### config.mk
export PLATFORM = sky130hd
export DESIGN_NAME = joblist_dma_walker
export DESIGN_NICKNAME = d
export VERILOG_FILES = /design/src/rtl/wlk_pkg.sv /design/src/rtl/wlk_cursor.sv /design/src/rtl/wlk_lane.sv /design/src/rtl/wlk_event.sv /design/src/rtl/wlk_ctrl.sv /design/src/rtl/joblist_dma_walker.sv
export SDC_FILE = /design/constraint.sdc
export NUM_CORES = 1
export LEC_CHECK = 0
export ABC_AREA = 1
export BUFFER_PORTS_ARGS = -buffer_cell sky130_fd_sc_hd__buf_4
export CORE_MARGIN = 4
export CORE_UTILIZATION = 35
export CTS_BUF_LIST = sky130_fd_sc_hd__clkbuf_2 sky130_fd_sc_hd__clkbuf_4 sky130_fd_sc_hd__clkbuf_8
export CTS_CLUSTER_DIAMETER = 150
export DETAILED_ROUTE_END_ITERATION = 8
export SLEW_MARGIN = 20
export SYNTH_ARGS = -nofsm -noshare
export SYNTH_HDL_FRONTEND = slang
export SYNTH_SLANG_ARGS = --single-unit
### constraint.sdc
create_clock -name clk -period 3.2 [get_ports clk]
set_input_delay 0.16 -clock clk [delete_from_list [all_inputs] [get_ports clk]]
set_output_delay 0.16 -clock clk [all_outputs]
set_load 0.1 [all_outputs]
### src/rtl/wlk_pkg.sv
package wlk_pkg;
   localparam int WORD_W      = 32;
   localparam int LEN_W       = 24;
   localparam int JOB_STRIDE  = 8;
   localparam int ATTR_OFS    = 4;
   localparam int RX_HEAD_OFS = 4;

   typedef enum logic [3:0] {
      S_IDLE,
      S_REC_REQ,
      S_REC_RSP,
      S_JA_REQ,
      S_JA_RSP,
      S_JB_REQ,
      S_JB_RSP,
      S_EVAL,
      S_TX_REQ,
      S_TX_RSP,
      S_TX_OUT,
      S_RX_IN,
      S_RX_WR,
      S_FIN
   } wlk_state_e;

   typedef enum logic {
      SIDE_TX = 1'b0,
      SIDE_RX = 1'b1
   } wlk_side_e;
endpackage

### src/rtl/wlk_cursor.sv
module wlk_cursor
   import wlk_pkg::*;
#(
   parameter int AW = 32
) (
   input  logic             clk,
   input  logic             rst_n,
   input  logic             ld_jptr,
   input  logic [AW-1:0]    jptr_in,
   input  logic             adv_jptr,
   input  logic             ld_buf,
   input  logic [AW-1:0]    buf_in,
   input  logic             buf_inc,
   input  logic             ld_len,
   input  logic [LEN_W-1:0] len_in,
   input  logic             len_dec,
   output logic [AW-1:0]    jptr,
   output logic [AW-1:0]    buf_addr,
   output logic [LEN_W-1:0] len_left,
   output logic             len_last
);
   localparam logic [AW-1:0]    STEP_JOB = AW'(JOB_STRIDE);
   localparam logic [AW-1:0]    STEP_BUF = AW'(1);
   localparam logic [LEN_W-1:0] ONE_LEN  = LEN_W'(1);

   always_ff @(posedge clk or negedge rst_n) begin
      if (!rst_n) begin
         jptr     <= '0;
         buf_addr <= '0;
         len_left <= '0;
      end else begin
         if (ld_jptr)       jptr <= jptr_in;
         else if (adv_jptr) jptr <= jptr + STEP_JOB;

         if (ld_buf)       buf_addr <= buf_in;
         else if (buf_inc) buf_addr <= buf_addr + STEP_BUF;

         if (ld_len)       len_left <= len_in;
         else if (len_dec) len_left <= len_left - ONE_LEN;
      end
   end

   assign len_last = (len_left == ONE_LEN);

   AST_NO_UNDERFLOW: assert property (@(posedge clk) disable iff (!rst_n)
      len_dec |-> (len_left != '0));
   AST_JOB_ORDER: assert property (@(posedge clk) disable iff (!rst_n)
      adv_jptr && !ld_jptr |=> jptr != $past(jptr));
endmodule

### src/rtl/wlk_lane.sv
module wlk_lane
   import wlk_pkg::*;
#(
   parameter int BIG_LANES = 0
) (
   input  logic [WORD_W-1:0] word_i,
   input  logic [1:0]        sel_i,
   output logic [7:0]        byte_o
);
   if (BIG_LANES != 0 && BIG_LANES != 1) begin : g_bad_lanes
      $error("BIG_LANES must be 0 or 1");
   end

   if (BIG_LANES == 0) begin : g_little
      always_comb begin
         case (sel_i)
            2'd0:    byte_o = word_i[7:0];
            2'd1:    byte_o = word_i[15:8];
            2'd2:    byte_o = word_i[23:16];
            default: byte_o = word_i[31:24];
         endcase
      end
   end else begin : g_big
      always_comb begin
         case (sel_i)
            2'd0:    byte_o = word_i[31:24];
            2'd1:    byte_o = word_i[23:16];
            2'd2:    byte_o = word_i[15:8];
            default: byte_o = word_i[7:0];
         endcase
      end
   end
endmodule

### src/rtl/wlk_event.sv
module wlk_event (
   input  logic clk,
   input  logic rst_n,
   input  logic set_i,
   input  logic clr_i,
   input  logic irq_en_i,
   output logic done_o,
   output logic irq_o
);
   always_ff @(posedge clk or negedge rst_n) begin
      if (!rst_n)     done_o <= 1'b0;
      else if (set_i) done_o <= 1'b1;
      else if (clr_i) done_o <= 1'b0;
   end

   assign irq_o = done_o & irq_en_i;

   AST_DONE_STICKY: assert property (@(posedge clk) disable iff (!rst_n)
      done_o && !clr_i |=> done_o);
   AST_CLR_DROPS: assert property (@(posedge clk) disable iff (!rst_n)
      clr_i && !set_i |=> !done_o);
endmodule

### src/rtl/wlk_ctrl.sv
module wlk_ctrl
   import wlk_pkg::*;
#(
   parameter int AW = 32
) (
   input  logic              clk,
   input  logic              rst_n,
   input  logic              start,
   input  logic [AW-1:0]     list_ptr,
   output logic              busy,
   output logic              done_set,
   output logic              rd_valid,
   input  logic              rd_ready,
   output logic [AW-1:0]     rd_addr,
   input  logic              rsp_valid,
   input  logic [WORD_W-1:0] rsp_data,
   output logic              wr_valid,
   input  logic              wr_ready,
   output logic [AW-1:0]     wr_addr,
   output logic [7:0]        wr_byte,
   output logic              tx_valid,
   input  logic              tx_ready,
   output logic [7:0]        tx_byte,
   input  logic              rx_valid,
   output logic              rx_ready,
   input  logic [7:0]        rx_byte,
   input  logic [7:0]        picked_byte,
   input  logic [AW-1:0]     jptr,
   input  logic [AW-1:0]     buf_addr,
   input  logic [LEN_W-1:0]  len_left,
   input  logic              len_last,
   output logic              ld_jptr,
   output logic [AW-1:0]     jptr_in,
   output logic              adv_jptr,
   output logic              ld_buf,
   output logic [AW-1:0]     buf_in,
   output logic              buf_inc,
   output logic              ld_len,
   output logic [LEN_W-1:0]  len_in,
   output logic              len_dec
);
   localparam logic [AW-1:0] HEAD_OFS = AW'(RX_HEAD_OFS);
   localparam logic [AW-1:0] ATTR_OFF = AW'(ATTR_OFS);

   wlk_state_e    state;
   wlk_side_e     side;
   logic [AW-1:0] rec_ptr;
   logic [7:0]    byte_q;
   logic          rx_last;
   logic          buf_zero;
   logic          attr_zero;
   logic          job_null;
   logic          tx_hs, rx_hs, wr_hs;

   assign job_null = buf_zero & attr_zero;
   assign tx_hs    = (state == S_TX_OUT) && tx_ready;
   assign rx_hs    = (state == S_RX_IN)  && rx_valid;
   assign wr_hs    = (state == S_RX_WR)  && wr_ready;

   // cursor commands
   always_comb begin
      ld_jptr  = (state == S_REC_RSP) && rsp_valid;
      ld_buf   = (state == S_JA_RSP)  && rsp_valid;
      ld_len   = (state == S_JB_RSP)  && rsp_valid;
      jptr_in  = rsp_data[AW-1:0];
      buf_in   = rsp_data[AW-1:0];
      len_in   = rsp_data[LEN_W-1:0];
      adv_jptr = ((state == S_EVAL) && !job_null && (len_left == '0))
               || (tx_hs && len_last) || (wr_hs && rx_last);
      buf_inc  = tx_hs || wr_hs;
      len_dec  = tx_hs || rx_hs;
   end

   // port drive
   always_comb begin
      rd_valid = 1'b0;
      rd_addr  = buf_addr;
      case (state)
         S_REC_REQ: begin
            rd_valid = 1'b1;
            rd_addr  = (side == SIDE_RX) ? rec_ptr + HEAD_OFS : rec_ptr;
         end
         S_JA_REQ: begin
            rd_valid = 1'b1;
            rd_addr  = jptr;
         end
         S_JB_REQ: begin
            rd_valid = 1'b1;
            rd_addr  = jptr + ATTR_OFF;
         end
         S_TX_REQ: begin
            rd_valid = 1'b1;
            rd_addr  = buf_addr;
         end
         default: ;
      endcase
   end

   assign tx_valid = (state == S_TX_OUT);
   assign tx_byte  = byte_q;
   assign rx_ready = (state == S_RX_IN);
   assign wr_valid = (state == S_RX_WR);
   assign wr_addr  = buf_addr;
   assign wr_byte  = byte_q;
   assign busy     = (state != S_IDLE);
   assign done_set = (state == S_FIN);

   always_ff @(posedge clk or negedge rst_n) begin
      if (!rst_n) begin
         state     <= S_IDLE;
         side      <= SIDE_TX;
         rec_ptr   <= '0;
         byte_q    <= '0;
         rx_last   <= 1'b0;
         buf_zero  <= 1'b0;
         attr_zero <= 1'b0;
      end else begin
         case (state)
            S_IDLE: if (start) begin
               rec_ptr <= list_ptr;
               side    <= SIDE_TX;
               state   <= S_REC_REQ;
            end
            S_REC_REQ: if (rd_ready)  state <= S_REC_RSP;
            S_REC_RSP: if (rsp_valid) state <= S_JA_REQ;
            S_JA_REQ:  if (rd_ready)  state <= S_JA_RSP;
            S_JA_RSP: if (rsp_valid) begin
               buf_zero <= (rsp_data == '0);
               state    <= S_JB_REQ;
            end
            S_JB_REQ: if (rd_ready) state <= S_JB_RSP;
            S_JB_RSP: if (rsp_valid) begin
               attr_zero <= (rsp_data == '0);
               state     <= S_EVAL;
            end
            S_EVAL: begin
               if (job_null) begin
                  if (side == SIDE_TX) begin
                     side  <= SIDE_RX;
                     state <= S_REC_REQ;
                  end else begin
                     state <= S_FIN;
                  end
               end else if (len_left == '0) begin
                  state <= S_JA_REQ;
               end else begin
                  state <= (side == SIDE_TX) ? S_TX_REQ : S_RX_IN;
               end
            end
            S_TX_REQ: if (rd_ready) state <= S_TX_RSP;
            S_TX_RSP: if (rsp_valid) begin
               byte_q <= picked_byte;
               state  <= S_TX_OUT;
            end
            S_TX_OUT: if (tx_ready) state <= len_last ? S_JA_REQ : S_TX_REQ;
            S_RX_IN: if (rx_valid) begin
               byte_q  <= rx_byte;
               rx_last <= len_last;
               state   <= S_RX_WR;
            end
            S_RX_WR: if (wr_ready) state <= rx_last ? S_JA_REQ : S_RX_IN;
            S_FIN:   state <= S_IDLE;
            default: state <= S_IDLE;
         endcase
      end
   end

   AST_RD_HOLD: assert property (@(posedge clk) disable iff (!rst_n)
      rd_valid && !rd_ready |=> rd_valid && $stable(rd_addr));
   AST_ONE_PORT: assert property (@(posedge clk) disable iff (!rst_n)
      $onehot0({rd_valid, wr_valid, tx_valid, rx_ready}));
   AST_TX_HOLD: assert property (@(posedge clk) disable iff (!rst_n)
      tx_valid && !tx_ready |=> tx_valid && $stable(tx_byte));
   AST_WR_HOLD: assert property (@(posedge clk) disable iff (!rst_n)
      wr_valid && !wr_ready |=> wr_valid && $stable(wr_addr) && $stable(wr_byte));
   AST_START_IGNORED: assert property (@(posedge clk) disable iff (!rst_n)
      busy && start |=> $stable(rec_ptr));
   AST_RX_AFTER_TX: assert property (@(posedge clk) disable iff (!rst_n)
      tx_valid |-> side == SIDE_TX);
endmodule

### src/rtl/joblist_dma_walker.sv
module joblist_dma_walker
   import wlk_pkg::*;
#(
   parameter int AW        = 32,
   parameter int BIG_LANES = 0
) (
   input  logic          clk,
   input  logic          rst_n,
   input  logic          start,
   input  logic [AW-1:0] list_ptr,
   input  logic          irq_en,
   input  logic          clr_done,
   output logic          busy,
   output logic          done_flag,
   output logic          irq,
   output logic          rd_valid,
   input  logic          rd_ready,
   output logic [AW-1:0] rd_addr,
   input  logic          rsp_valid,
   input  logic [31:0]   rsp_data,
   output logic          wr_valid,
   input  logic          wr_ready,
   output logic [AW-1:0] wr_addr,
   output logic [7:0]    wr_byte,
   output logic          tx_valid,
   input  logic          tx_ready,
   output logic [7:0]    tx_byte,
   input  logic          rx_valid,
   output logic          rx_ready,
   input  logic [7:0]    rx_byte
);
   if (AW < 12 || AW > WORD_W) begin : g_bad_aw
      $error("AW must lie between 12 and 32");
   end

   logic             done_set;
   logic [7:0]       picked_byte;
   logic [AW-1:0]    jptr, buf_addr, jptr_in, buf_in;
   logic [LEN_W-1:0] len_left, len_in;
   logic             len_last, ld_jptr, adv_jptr, ld_buf, buf_inc, ld_len, len_dec;

   wlk_ctrl #(.AW(AW)) u_ctrl (
      .clk, .rst_n, .start, .list_ptr, .busy, .done_set,
      .rd_valid, .rd_ready, .rd_addr, .rsp_valid, .rsp_data,
      .wr_valid, .wr_ready, .wr_addr, .wr_byte,
      .tx_valid, .tx_ready, .tx_byte, .rx_valid, .rx_ready, .rx_byte,
      .picked_byte, .jptr, .buf_addr, .len_left, .len_last,
      .ld_jptr, .jptr_in, .adv_jptr, .ld_buf, .buf_in, .buf_inc,
      .ld_len, .len_in, .len_dec
   );

   wlk_cursor #(.AW(AW)) u_cursor (
      .clk, .rst_n, .ld_jptr, .jptr_in, .adv_jptr, .ld_buf, .buf_in,
      .buf_inc, .ld_len, .len_in, .len_dec, .jptr, .buf_addr,
      .len_left, .len_last
   );

   wlk_lane #(.BIG_LANES(BIG_LANES)) u_lane (
      .word_i (rsp_data),
      .sel_i  (buf_addr[1:0]),
      .byte_o (picked_byte)
   );

   wlk_event u_event (
      .clk, .rst_n,
      .set_i    (done_set),
      .clr_i    (clr_done),
      .irq_en_i (irq_en),
      .done_o   (done_flag),
      .irq_o    (irq)
   );
endmodule

### Word level (Yosys, flattened, before mapping)

Index checks and enable logic that the tools add are counted.

* flip-flop bits (word level): 137
* input port bits: 82
* output and inout port bits: 87

* $add $sub $neg: 5
* equal/unequal tests: 29
* muxes and demuxes: 37
* bitwise operators: 2
* reductions and logical operators: 34

Operator list (count)
* two-way mux 32 bit: 5
* one-hot mux 32 bit (3 select lines): 1
* two-way mux 4 bit: 17
* adder 32 x 3 -> 32 bit, second input constant: 2
* one-hot mux 4 bit (13 select lines): 1
* two-way mux 24 bit: 2
* adder 32 x 1 -> 32 bit, second input constant: 1
* adder 32 x 4 -> 32 bit, second input constant: 1
* zero test 32 bit: 1
* == test 24 x 1 -> 1 bit, second input constant: 1
* == test 4 bit, second input constant: 6
* zero test 24 bit: 1
* one-hot mux 8 bit (3 select lines): 1
* subtractor 24 x 1 -> 24 bit, second input constant: 1
* inequality test 2 bit, second input constant: 10
* == test 4 x 3 -> 1 bit, second input constant: 4
* two-way mux 8 bit: 2
* one-hot mux 8 bit (2 select lines): 1
* AND reduction 12 bit: 1
* nonzero test 2 bit: 6
* logical AND 1 bit: 10
* == test 4 x 2 -> 1 bit, second input constant: 2
* AND reduction 2 bit: 4
* inequality test 2 x 1 -> 1 bit, second input constant: 3
* 14 further kinds: 23

### Longest topological paths before layout

* depth in word-level cells: 8
* mapped depth: 11

### Cells and area by module

Synthesis repeated with hierarchy kept, for this count alone.

* cell total of the unflattened synthesis: 1950
* area, all modules: 12201.7 µm²

Modules (own cells, without submodules)
* wlk_cursor: instances 1, cells each 909, area each 6065.8 µm²
* wlk_ctrl: instances 1, cells each 987, area each 5824.3 µm²
* wlk_lane: instances 1, cells each 47, area each 264.0 µm²
* wlk_event: instances 1, cells each 7, area each 47.5 µm²

### Least setup slack after synthesis

OpenSTA, ideal clock, no wires.

* path type: register to output
* from: register u_cursor.buf_addr[0]
* to: output rd_addr[0]
* arrival time: 3.404 ns
* data required time: 3.040 ns
* slack: -0.364 ns
* stages on the path, launching flop included: 3
* buffers on the path: 0
* cell sequence: dfrtp_1 -> inv_1 -> o21ai_0

* cells in the longest elaborated chain, start to end: 1

RTL lines
* start, declared: line wlk_cursor.sv:18 `output logic [AW-1:0] buf_addr,`
* start signal, assigned: line wlk_cursor.sv:35 `if (ld_buf) buf_addr <= buf_in;`
* start signal, assigned: line wlk_cursor.sv:36 `else if (buf_inc) buf_addr <= buf_addr + STEP_BUF;`
* one-hot mux 32 bit (3 select lines): line wlk_ctrl.sv:78 `case (state)`
* end, declared: line joblist_dma_walker.sv:18 `output logic [AW-1:0] rd_addr,`

Every way passes these cells.

### Final worst setup path

* from: register u_cursor.jptr[4]
* to: output rd_addr[27]

* cells in the longest elaborated chain, start to end: 2

RTL lines
* start, declared: line wlk_cursor.sv:17 `output logic [AW-1:0] jptr,`
* start signal, assigned: line wlk_cursor.sv:32 `if (ld_jptr) jptr <= jptr_in;`
* start signal, assigned: line wlk_cursor.sv:33 `else if (adv_jptr) jptr <= jptr + STEP_JOB;`
* adder 32 x 3 -> 32 bit: line wlk_ctrl.sv:89 `rd_addr = jptr + ATTR_OFF;`
* one-hot mux 32 bit (3 select lines): line wlk_ctrl.sv:78

Every way passes these cells.

==> impl_metrics.csv <==
group,metric,value,unit
placement,place.detailed.hpwl,34900,µm
synthesis,ys_ff_latch,137,
clock_network,cts.clk_slew.worst_paths,110,ps
setup_path,critPathLaunch,"u_cursor.jptr[4]",
placement,numPortBuffers,168,
global_route,gr-total-overflow,0,
floorplanning,fp.dieH,187,µm
finish,fin_area,13700,µm²
floorplanning,ios,169,
setup_path,cpPeakStageDelay,410,ps
floorplanning,fp-row-count,65,
global_route,first_global_vias,12300,
clock_network,htree_levels,4,
setup_path,crit_path_end_kind,"primary output",
sta,slew_headroom,28.1,%
synthesis,yosys-top-cells-count,"nand2_1 (608), nor2_1 (217), inv_1 (194)",
setup_path,worst-path-buf-inv,1,
sta,drv_slew,0,
setup_path,cpLargestDelayFamily,"simple AND/OR/NAND/NOR gates",
synthesis,syn_area,11200,µm²
sta,min_period,2960,ps
synthesis,yosysTopAreaCellShare,30.6,%
floorplanning,start_util,35.5,%
sta,finalCritPeriodShare,92.4,%
global_route,grt_first_pass_wirelength,71400,µm
power_and_ir_drop,cellPowerDensity,1160,nW/µm²
synthesis,synthCells,1842,
setup_path,reg2reg_to,"u_cursor.jptr[23]",
power_and_ir_drop,ir_drop,0.929,mV
setup_path,crit_top_cell,"nand2_1",
synthesis,postSynth.asyncResetShare,100,%
synthesis,yosysUniqueCellTypes,47,
setup_path,start_kind,"flop",
detailed_routing,vias_per_cell,5.34,
sta,fmax,338,MHz
setup_path,rr_worst_depth,8,
synthesis,synthTopCellsByArea,"dfrtp_1 (31%), nand2_1 (20%), nand3_1 (8.2%)",
detailed_routing,drt_first_pass_iters,6,
clock_network,clockBufferDepth,2,
synthesis,synth_area_leader_cell,"dfrtp_1",
setup_path,crit_fanout,6,
global_route,track_usage,25.7,%
floorplanning,design.die.area,35000,µm²
placement,dpl_cell_area,12800,µm²
worst_hold_path,min_to,"u_cursor.len_left[16]",
detailed_routing,wl_per_cell,18.7,µm
global_route,grt_max_degree,88,
synthesis,synth_nets,1934,
global_route,antenna_found_initial,0,
clock_network,insertion_delay,500,ps
sta,holdWs,32.5,ps
finish,syn2layout_area_growth,22.4,%
sta,worst_pin_slew,1080,ps
sta,fin_setup_tns,0,ps
floorplanning,die_width,187,µm
sta,fin_skew,24.3,ps
detailed_routing,remaining_drc_errors,0,
finish,layout.nets,2121,
clock_network,tritoncts,"done",
setup_path,crit_chain,"ha_1 -> nand2_1 -> nor2_1 -> nand2_1 -> nor2_1 -> nand2_1 -> nand2_1 -> nand3_1 -> nand4_1 -> buf_4",
synthesis,synth.avg_cell_area,6.09,µm²
setup_path,cp_data_arrival_time,2800,ps
finish,drive_above_1_share,13.1,%
setup_path,ff2ff_setup_slack,570,ps
detailed_routing,drt_iter0_markers,1426,
sta,rsz0062_at_grt,"false",
worst_hold_path,whs_path_depth,3,
sta,setup_viol,0,
synthesis,synth_edf_count,0,
finish,antenna_cells,0,
detailed_routing,vias,13100,
run_status,outcome,"finished, final reports clean",
worst_hold_path,hp-start,"rsp_data[16]",
placement,gp_congestion,0.969,
detailed_routing,drt_wl_total,45600,µm
worst_hold_path,hold_path.class,"input port to flop",
detailed_routing,detail-route-antenna-nets,0,
power_and_ir_drop,total_power,16.0,mW
setup_path,cpMaxStageDelayCell,"dfrtp_1",
clock_network,cts_buffers,17,
sta,hold_viol,0,
floorplanning,core_area,31600,µm²
synthesis,synth_seq_area_share,30.6,%
setup_path,worstReg2RegStart,"u_ctrl.state[0]",
synthesis,synth_flop_cell,"dfrtp_1",
clock_network,cts_sinks,137,
job,cap_viol_max_count,0,
setup_path,worstSetupPathType,"flop to primary output",
clock_network,cts_root_buf,"clkbuf_8",
setup_path,cp.required,3040,ps
synthesis,synth_most_common_cell,"nand2_1",
synthesis,ys_warn_count,0,
power_and_ir_drop,p_leak,6.56,nW
through the flow:
step	setup slack [ps]	cells	utilization [%]
global route	13.3	2444	43.5
CTS	103	2444	43.5
floorplan	384	1842	-
finish	244	2444	43.5
global placement	678	2360	40.5
detailed placement	639	2360	40.5
report_power, final:
| part | internal (mW) | total, mW | switching (mW) |
|---|---|---|---|
| logic | 2.42 | 10.6 | 8.19 |
| registers | 2.45 | 3.70 | 1.24 |
| clock network | 0.833 | 1.66 | 0.826 |
| total | 5.71 | 16.0 | 10.3 |
cells by family (layout without fill, tap and decap cells):
kind of cell	after synthesis	after routing	synth area share, %
AOI/OAI and AO/OA	271	271	13.1
xor gates and xnor gates	18	18	1.41
adders and majority gates	10	10	1.12
buffers and inverters	273	473	10.3
DFF	137	137	30.6
muxes	6	6	0.603
and+or+nand+nor	1127	1127	42.9
sequential cells by signal, indices dropped and copies added, names as in the netlist, 4 cells and up:
signal	count
u_cursor.len_left	24
u_ctrl.state	4
u_ctrl.tx_byte	8
u_cursor.jptr	32
u_ctrl.rec_ptr	32
u_cursor.buf_addr	32
routing by layer:
layer	global-route usage [%]	share of wire [%]
met1	37.2	47
met2	39.4	43
met3	5.02	7.5
met4	6.63	2.3
met5	0	0
how the worst max path moves through the flow:
| stage | end | slack, ps | cells past startpoint |
|---|---|---|---|
| floorplan | rd_addr[7] | 380 | 2 |
| global placement | rd_addr[8] | 680 | 9 |
| detailed placement | rd_addr[2] | 640 | 9 |
| CTS | rd_addr[8] | 100 | 9 |
| global route | rd_addr[16] | 10 | 10 |
| finish | rd_addr[27] | 240 | 10 |
worst min-delay path: cells and delay by family:
family,cells,cell delay (ps)
compound gates,2,190
buf+inv,1,150
cells in the final DEF, fill, tap and decap left out, drive strengths merged, types with 2 or more instances in the layout:
| cell type | n |
|---|---|
| bufinv | 3 |
| a32oi | 3 |
| nor3 | 16 |
| xor2 | 13 |
| clkbuf | 20 |
| xnor2 | 5 |
| ha | 10 |
| mux2 | 6 |
| nor2 | 228 |
| clkinv | 5 |
| o21bai | 3 |
| inv | 207 |
| o2111ai | 4 |
| nand3b | 7 |
| o211ai | 13 |
| nand2 | 616 |
| nand3 | 192 |
| buf | 185 |
| dlygate4sd3 | 52 |
| or2 | 6 |
| a31oi | 5 |
| nor4 | 6 |
| a22oi | 3 |
| o21ai | 182 |
| dfrtp | 137 |
| nand4 | 54 |
| a21oi | 46 |
| a211oi | 2 |
| a22o | 2 |
| o22ai | 5 |
area by class of cell:
class | count | area (µm²)
fill | 3410 | 17800
multi-input combinational | 1432 | 6640
sequential | 137 | 3430
timing repair buffer | 237 | 1950
inverter | 204 | 768
tap | 402 | 503
clock buffer | 20 | 269
clock inverter | 12 | 163
timing repair:
item | in CTS | in global routing
gates resized for setup | 0 | 4
endpoints found under the hold margin | 101 | 0
endpoints found under the setup margin | 0 | 18
hold buffers | 52 | 0
buffers inserted | 0 | 0
Power figures use the tool's default switching activity.
